$ cat config.mk
export PLATFORM = sky130hd
export DESIGN_NAME = sup_reset_ctrl
export DESIGN_NICKNAME = d
export VERILOG_FILES = /design/src/rtl/sup_pkg.sv /design/src/rtl/sup_sync.sv /design/src/rtl/sup_wdt.sv /design/src/rtl/sup_recovery.sv /design/src/rtl/sup_reset_ctrl.sv
export SDC_FILE = /design/constraint.sdc
export NUM_CORES = 1
export LEC_CHECK = 0
export ABC_AREA = 1
export BUFFER_PORTS_ARGS = -buffer_cell sky130_fd_sc_hd__buf_4
export CORE_MARGIN = 4
export CORE_UTILIZATION = 36
export DETAILED_ROUTE_END_ITERATION = 10
export SETUP_SLACK_MARGIN = 0.02
export SKIP_LAST_GASP = 1
export SLEW_MARGIN = 30
export SYNTH_ARGS = -nofsm -noshare
export SYNTH_HDL_FRONTEND = slang
export SYNTH_SLANG_ARGS = --single-unit
$ cat constraint.sdc
create_clock -name clk -period 1.4 [get_ports clk]
set_input_delay 0.14 -clock clk [delete_from_list [all_inputs] [get_ports clk]]
set_output_delay 0.14 -clock clk [all_outputs]
set_load 0.05 [all_outputs]
$ cat src/rtl/sup_pkg.sv
package sup_pkg;

    // One bit per reason for holding the system in reset.
    typedef struct packed {
        logic supply;
        logic manual;
        logic watchdog;
    } src_t;

    function automatic logic any_src(input src_t s);
        return s.supply | s.manual | s.watchdog;
    endfunction

endpackage

$ cat src/rtl/sup_sync.sv
// Multi-stage synchronizer for asynchronous level inputs.
module sup_sync #(
    parameter int unsigned WIDTH  = 2,
    parameter int unsigned STAGES = 2,
    parameter logic [WIDTH-1:0] INIT = '0
) (
    input  logic             clk,
    input  logic             rst_n,
    input  logic [WIDTH-1:0] din,
    output logic [WIDTH-1:0] dout
);

    typedef struct packed {
        logic [STAGES-1:0][WIDTH-1:0] pipe;
    } state_t;

    state_t state_d, state_q;

    always_comb begin
        state_d = state_q;
        state_d.pipe[0] = din;
        for (int i = 1; i < int'(STAGES); i++) begin
            state_d.pipe[i] = state_q.pipe[i-1];
        end
    end

    always_ff @(posedge clk or negedge rst_n) begin
        if (!rst_n) begin
            state_q.pipe <= {STAGES{INIT}};
        end else begin
            state_q <= state_d;
        end
    end

    assign dout = state_q.pipe[STAGES-1];

endmodule

$ cat src/rtl/sup_wdt.sv
// Watchdog: counts ticks since the last strobe transition.
module sup_wdt #(
    parameter int unsigned WDT_TICKS = 1600,
    localparam int unsigned CNT_W = $clog2(WDT_TICKS + 1)
) (
    input  logic             clk,
    input  logic             rst_n,
    input  logic             tick_en,
    input  logic             strobe_s,
    input  logic             hold_clr,
    output logic             expire,
    output logic [CNT_W-1:0] cnt
);

    localparam logic [CNT_W-1:0] LAST = CNT_W'(WDT_TICKS - 1);

    typedef struct packed {
        logic             prev;
        logic [CNT_W-1:0] cnt;
    } state_t;

    state_t state_d, state_q;
    logic   strobe_edge;
    logic   fire;

    always_comb begin
        state_d     = state_q;
        strobe_edge = strobe_s ^ state_q.prev;
        fire        = tick_en && !hold_clr && !strobe_edge && (state_q.cnt == LAST);
        state_d.prev = strobe_s;
        if (hold_clr || strobe_edge || fire) begin
            state_d.cnt = '0;
        end else if (tick_en) begin
            state_d.cnt = state_q.cnt + CNT_W'(1);
        end
    end

    always_ff @(posedge clk or negedge rst_n) begin
        if (!rst_n) begin
            state_q.prev <= 1'b0;
            state_q.cnt  <= '0;
        end else begin
            state_q <= state_d;
        end
    end

    assign expire = fire;
    assign cnt    = state_q.cnt;

endmodule

$ cat src/rtl/sup_recovery.sv
// Holds reset while any source is active, then stretches it.
module sup_recovery #(
    parameter int unsigned REC_TICKS = 200,
    localparam int unsigned CNT_W = $clog2(REC_TICKS + 1)
) (
    input  logic             clk,
    input  logic             rst_n,
    input  logic             tick_en,
    input  logic             src_any,
    output logic             active,
    output logic [CNT_W-1:0] cnt
);

    localparam logic [CNT_W-1:0] LAST = CNT_W'(REC_TICKS - 1);

    typedef struct packed {
        logic             active;
        logic [CNT_W-1:0] cnt;
    } state_t;

    state_t state_d, state_q;

    always_comb begin
        state_d = state_q;
        if (src_any) begin
            state_d.active = 1'b1;
            state_d.cnt    = '0;
        end else if (state_q.active && tick_en) begin
            if (state_q.cnt == LAST) begin
                state_d.active = 1'b0;
                state_d.cnt    = '0;
            end else begin
                state_d.cnt = state_q.cnt + CNT_W'(1);
            end
        end
    end

    always_ff @(posedge clk or negedge rst_n) begin
        if (!rst_n) begin
            state_q.active <= 1'b1;
            state_q.cnt    <= '0;
        end else begin
            state_q <= state_d;
        end
    end

    assign active = state_q.active;
    assign cnt    = state_q.cnt;

endmodule

$ cat src/rtl/sup_reset_ctrl.sv
module sup_reset_ctrl
    import sup_pkg::*;
#(
    parameter int unsigned REC_TICKS   = 200,
    parameter int unsigned WDT_TICKS   = 1600,
    parameter int unsigned SYNC_STAGES = 2
) (
    input  logic clk,
    input  logic rst_n,
    input  logic tick_en,
    input  logic supply_low,
    input  logic man_rst_n,
    input  logic wdt_strobe,
    output logic rst_out_n,
    output logic rst_out,
    output logic rst_active
);

    localparam int unsigned REC_W = $clog2(REC_TICKS + 1);
    localparam int unsigned WDT_W = $clog2(WDT_TICKS + 1);
    localparam int unsigned MAN_B = 1;
    localparam int unsigned STB_B = 0;

    logic [1:0]       sync_in;
    logic [1:0]       sync_out;
    logic             wdt_expire;
    logic [WDT_W-1:0] wdt_cnt;
    logic [REC_W-1:0] rec_cnt;
    logic             rec_active;
    src_t             src;
    logic             src_any;

    assign sync_in[MAN_B] = man_rst_n;
    assign sync_in[STB_B] = wdt_strobe;

    sup_sync #(
        .WIDTH  (2),
        .STAGES (SYNC_STAGES),
        .INIT   (2'b10)
    ) u_sync (
        .clk   (clk),
        .rst_n (rst_n),
        .din   (sync_in),
        .dout  (sync_out)
    );

    sup_wdt #(
        .WDT_TICKS (WDT_TICKS)
    ) u_wdt (
        .clk      (clk),
        .rst_n    (rst_n),
        .tick_en  (tick_en),
        .strobe_s (sync_out[STB_B]),
        .hold_clr (rec_active),
        .expire   (wdt_expire),
        .cnt      (wdt_cnt)
    );

    always_comb begin
        src.supply   = supply_low;
        src.manual   = ~sync_out[MAN_B];
        src.watchdog = wdt_expire;
        src_any      = any_src(src);
    end

    sup_recovery #(
        .REC_TICKS (REC_TICKS)
    ) u_rec (
        .clk     (clk),
        .rst_n   (rst_n),
        .tick_en (tick_en),
        .src_any (src_any),
        .active  (rec_active),
        .cnt     (rec_cnt)
    );

    assign rst_active = rec_active;
    assign rst_out    = rec_active;
    assign rst_out_n  = ~rec_active;

endmodule

==> results of run 1 <==
-- flip-flops by register name (all words and copies together), names as in the netlist --
signal	count
u_rec.active	1
u_wdt.cnt	11
u_sync.dout	2
u_wdt.state_q	1
u_sync.state_d	2
u_rec.cnt	8
-- per-layer routing --
layer  track usage, %  vias to the layer above  part of all wire, %
met3             1.85                        6                  4.0
met5                0                        -                    0
met2             20.7                       30                   49
li1                 -                      614                    -
met1             17.4                      562                   46
met4             4.59                        0                  1.6
-- worst max-delay path, cell delays in order (launching register included) --
cell and delay [ns]:
dfstp_4 0.65, clkinvlp_4 0.11, buf_4 0.20
-- synthesized netlist by cell type, drive strengths merged --
library cell	count	share of area (%)
ha	2	1.8
buf	2	1.3
nand2	49	14
o21bai	1	0.53
nand3	18	7.5
and3	1	0.44
nor3b	3	2.0
o21ai	2	0.71
inv	23	6.1
dfrtp	22	39
nor2	27	9.1
a21oi	3	1.3
xor2	4	2.5
nand4	12	5.3
a211oi	1	0.53
nor3	2	1.1
dfstp	3	5.6
xnor2	1	0.62
-- metrics by stage --
| step | hold WS, ns | setup WS (ns) | util [%] |
|---|---|---|---|
| 5_1_grt | 0.207 | -0.0408 | 45.9 |
| 6_report | 0.182 | 0.0316 | 45.9 |
| 4_1_cts | 0.185 | 0.0252 | 44.0 |
| 2_1_floorplan | -0.156 | -0.210 | - |
| 3_3_place_gp | 0.0576 | 0.0534 | 41.6 |
| 3_5_place_dp | 0.0652 | 0.0293 | 41.6 |
-- cell families after synthesis --
kind of cell             count (synthesis)  synth area share, %
buffers and inverters                   25                 7.46
AND/OR/NAND/NOR                        112                 39.9
flip-flops                              25                 44.7
XOR/XNOR                                 5                 3.11
AO/OA/AOI/OAI                            7                 3.11
adder cells (fa/ha/maj)                  2                 1.78
-- power by group --
group	leakage (µW)	total (µW)	internal, µW	switching, µW
clock	0.0000255	433	199	234
sequential	0.000331	738	733	5.03
combinational	0.000393	71.1	26.3	44.9
-- area by class of cell --
class                           instances  area share [%]
Multi-Input combinational cell        126            42.2
Sequential cell                        25            37.1
Timing Repair Buffer                   20            9.24
Inverter                               23            5.28
Tap cell                               48            3.52
Clock buffer                            3            2.42
Clock inverter                          1           0.293
-- how the worst min path moves through the flow --
stage / cells past startpoint / end
CTS: 3 / u_wdt.cnt[1]$_DFFE_PN0P_
floorplan: 0 / u_rec.cnt[0]$_DFFE_PN0P_
detailed placement: 1 / u_wdt.cnt[6]$_DFFE_PN0P_
global route: 3 / u_wdt.cnt[1]$_DFFE_PN0P_
global placement: 1 / u_wdt.cnt[7]$_DFFE_PN0P_
finish: 3 / u_wdt.cnt[1]$_DFFE_PN0P_
-- timing repair --
action	4_1_cts	5_1_grt
endpoints found under the hold margin	24	0
setup buffers	2	4
hold buffers	3	0
endpoints found under the setup margin	8	14
resized for setup	0	10
pin swaps	0	5
==> flow_summary.json, run 1 <==
{
  "endpoint_kind": "output pin",
  "fp-row-count": 22,
  "finalCritPeriodShare_pct": 97.7,
  "syn_inst": 176,
  "slew_headroom_pct": 79.1,
  "dpl.hpwl_um": 2090,
  "vias": 1212,
  "final_cells": 246,
  "grt_usage_pct": 12.8,
  "timing.setup.tns_ns": 0,
  "grt_pass1_wl_um": 5220,
  "fmax_mhz": 731,
  "worstSetupStartpointType": "flop",
  "antenna_found_initial": 0,
  "routed_wirelength_um": 3010,
  "insertion_delay_ns": 0.27,
  "drive_gt1_share_pct": 26.3,
  "via_per_inst": 4.93,
  "cp-startpoint": "u_rec.active$_DFFE_PN1P_",
  "cts_sinks": 25,
  "worstPathRequired_ns": 1.26,
  "cts_buffer_depth": 2,
  "critPathCapture": "rst_out_n",
  "status": "completed",
  "htree_levels": 1,
  "clk_pin_slew_ns": 0.09,
  "p_total_uw": 1240,
  "cts_root_buffer": "clkbuf_8",
  "power_density_nw_per_um2": 728,
  "wl_per_cell_um": 12.2,
  "leakage_uw": 0.000750,
  "hold_violations": 0,
  "worstSetupPathType": "flop to output pin",
  "synth.avg_cell_area_um2": 8.00,
  "arrival_ns": 1.23,
  "regToRegSetupSlack_ns": 0.04,
  "drc": 0,
  "dp_cells": 233,
  "rsz0062_at_grt": "yes",
  "peakVddDrop_mv": 0.573,
  "dr.pass1.iters": 5,
  "ant_nets": 0,
  "drv_slew": 0,
  "overflow": 0,
  "ios": 9,
  "rr_worst_depth": 6,
  "multi_input_area_um2": 719,
  "clock_skew_ns": 0.00434,
  "core_area_um2": 3720,
  "final_common_cell": "nand2_1",
  "fp.dieArea_um2": 4980,
  "synth-seq-area-share_pct": 44.7,
  "finalCriticalPeriod_ns": 1.37,
  "dpl_cell_area_um2": 1550,
  "tightest_slew_ns": 0.313,
  "diodes": 0,
  "place_congestion": 0.854,
  "area_growth_pct": 21.1,
  "hp-class": "input pin to flop",
  "min_from": "tick_en",
  "cts_made_buffers": 3,
  "yosysWarnings": 0,
  "design_area_um2": 1710,
  "mostFrequentLayoutCells": "nand2_1 (44), dfrtp_1 (22), inv_1 (18), nor2_1 (17), buf_4 (17)",
  "grt_max_degree": 26,
  "drt_iter0_markers": 34,
  "rr_startpoint": "u_rec.active$_DFFE_PN1P_",
  "cts_tree": "done",
  "cp_max_fo": 3,
  "die_w_um": 70.6,
  "die_y_um": 70.6,
  "r2r_end": "u_wdt.cnt[8]$_DFFE_PN0P_",
  "grt_pass1_vias": 1189,
  "setup_viol": 0,
  "synth.ff_latch_count": 25,
  "syn-cell-area_um2": 1410,
  "io_buffers": 8,
  "synth_nets": 184,
  "regArea_um2": 633,
  "fillCellCount": 369,
  "initial_core_util_pct": 37.9,
  "nNetsFinal": 207,
  "drv_cap": 0,
  "ys_types": 29
}
No activity file was read; power rests on OpenSTA's default activity.
==> inputs of run 2 (changes only) <==
CELL_PAD_IN_SITES_DETAIL_PLACEMENT = 1   (was unset)
CELL_PAD_IN_SITES_GLOBAL_PLACEMENT = 2   (was unset)
CORE_UTILIZATION = 35   (was 36)
PLACE_DENSITY_LB_ADDON = 0.1   (was unset)
SLEW_MARGIN = 20   (was 30)
==> flow_summary.json, run 2 (synthesized netlist as in run 1, its figures left out) <==
{
  "status": "completed",
  "mostFrequentLayoutCells": "nand2_1 (42), dfrtp_1 (22), buf_4 (21), inv_1 (17), nor2_1 (16)",
  "drc": 0,
  "largest_register_ffs": 11,
  "fmax_mhz": 740,
  "overflow": 0,
  "grt_usage_pct": 14.4,
  "wl_per_cell_um": 14.1,
  "endpoint_kind": "output pin",
  "rr_worst_depth": 6,
  "vias": 1248,
  "cp_num_cells": 2,
  "worstSetupStartpointType": "flop",
  "dpl_cell_area_um2": 1600,
  "grt_max_degree": 26,
  "worstSetupPathType": "flop to output pin",
  "drv_slew": 0,
  "insertion_delay_ns": 0.27,
  "finalCriticalPeriod_ns": 1.35,
  "crit_chain": "buf_4, buf_4",
  "finalCritPeriodShare_pct": 96.6,
  "ant_nets": 0,
  "cp_max_fo": 3,
  "core_area_um2": 3770,
  "fp.dieArea_um2": 5100,
  "io_buffers": 8,
  "peakVddDrop_mv": 0.468,
  "ios": 9,
  "power_density_nw_per_um2": 703,
  "cts_sinks": 25,
  "place_congestion": 0.809,
  "final_cells": 251,
  "drive_gt1_share_pct": 30.5,
  "initial_core_util_pct": 37.4,
  "htree_levels": 1,
  "cts_tree": "done",
  "worstPathRequired_ns": 1.26,
  "dp_cells": 240,
  "drv_cap": 0,
  "leakage_uw": 0.000775,
  "reg.largest.list": "u_wdt.cnt: 11 flops, u_rec.cnt: 8 flops",
  "area_growth_pct": 25.6,
  "regArea_um2": 633,
  "rsz0062_at_grt": "yes",
  "cts_made_buffers": 3,
  "diodes": 0,
  "cp_slowest_stage_delay_ns": 0.65,
  "clk_pin_slew_ns": 0.09,
  "die_w_um": 71.4,
  "tightest_slew_ns": 0.326,
  "cts_root_buffer": "clkbuf_8",
  "critPathTopFamily": "flip-flops",
  "slew_headroom_pct": 78.3,
  "grt_pass1_wl_um": 5870,
  "final_common_cell": "nand2_1",
  "multi_input_area_um2": 753,
  "drt_iter0_markers": 57,
  "max_flop_register": "u_wdt.cnt",
  "fillCellCount": 463,
  "worst_slack_ns": 0.0478,
  "whs_path_depth": 3,
  "hold_violations": 0,
  "crit_buf_inv": 2,
  "fp-row-count": 22,
  "hp-class": "input pin to flop",
  "hold_ws_ns": 0.216,
  "nNetsFinal": 212,
  "die_y_um": 71.4,
  "design_area_um2": 1770,
  "dr.pass1.iters": 4,
  "antenna_found_initial": 0,
  "clock_skew_ns": 0.00326,
  "cp_slowest_cell": "dfstp_4",
  "post-place-ws_ns": 0.0304,
  "cts_buffer_depth": 2,
  "dpl.hpwl_um": 2540,
  "arrival_ns": 1.21,
  "crit_top_cell": "buf_4",
  "via_per_inst": 4.97,
  "grt_pass1_vias": 1285,
  "routed_wirelength_um": 3540,
  "setup_viol": 0
}
[run 2: routing by layer]
metal  part of all wire, %  track usage (%)
met2                    47             22.7
met1                    50             20.3
met5                     0                0
met4                  0.99             4.38
met3                   1.9             2.10
[run 2: tightest hold or removal path, delay by kind of cell]
kind                   cells  cell delay, ns
AO/OA/AOI/OAI              1            0.06
buffers and inverters      1            0.16
AND/OR/NAND/NOR            1            0.08
[run 2: power by group]
part | total (µW) | switching, µW | leakage (µW) | internal [µW]
clock network | 428 | 224 | 0.0000228 | 203
logic | 80.2 | 49.9 | 0.000421 | 30.3
registers | 737 | 4.16 | 0.000331 | 733
[run 2: timing repair]
action | 4_1_cts | 5_1_grt
cloned | 0 | 1
endpoints found under the setup margin | 5 | 21
hold buffers | 3 | 0
setup buffers | 0 | 3
resized for setup | 2 | 16
hold endpoints to repair | 24 | 0
pin swaps | 0 | 5
[run 2: final timing paths]
| check | from | slack (ns) | end |
|---|---|---|---|
| max in group asynchronous | rst_n | 0.80 | u_sync.dout[1]$_DFF_PN1_ |
| hold / removal | tick_en | 0.22 | u_wdt.cnt[1]$_DFFE_PN0P_ |
| setup reg to reg | u_rec.active$_DFFE_PN1P_ | 0.07 | u_wdt.cnt[8]$_DFFE_PN0P_ |
| hold reg to reg | u_sync.state_d[2]$_DFF_PN0_ | 0.36 | u_sync.dout[0]$_DFF_PN0_ |
| setup / recovery | u_rec.active$_DFFE_PN1P_ | 0.05 | rst_out |
| min in group asynchronous | rst_n | 0.31 | u_wdt.cnt[8]$_DFFE_PN0P_ |
[run 2: area by class of cell]
class                   instances  share of cell area (%)
clock buffers                   4                    2.55
inverters                      23                    5.09
multi-input cells             127                    42.6
flip-flops and latches         25                    35.8
well taps                      48                    3.39
repair buffers                 24                    10.6
[run 2: through the flow]
stage                     setup TNS, ns  utilization, %  power (µW)
after detailed placement              0            42.4         824
final                                 0            46.9        1240
after CTS                             0            44.5        1260
after global placement                0            42.4         823
after floorplan                   -2.68               -         781
after global routing           -0.00801            46.9        1300
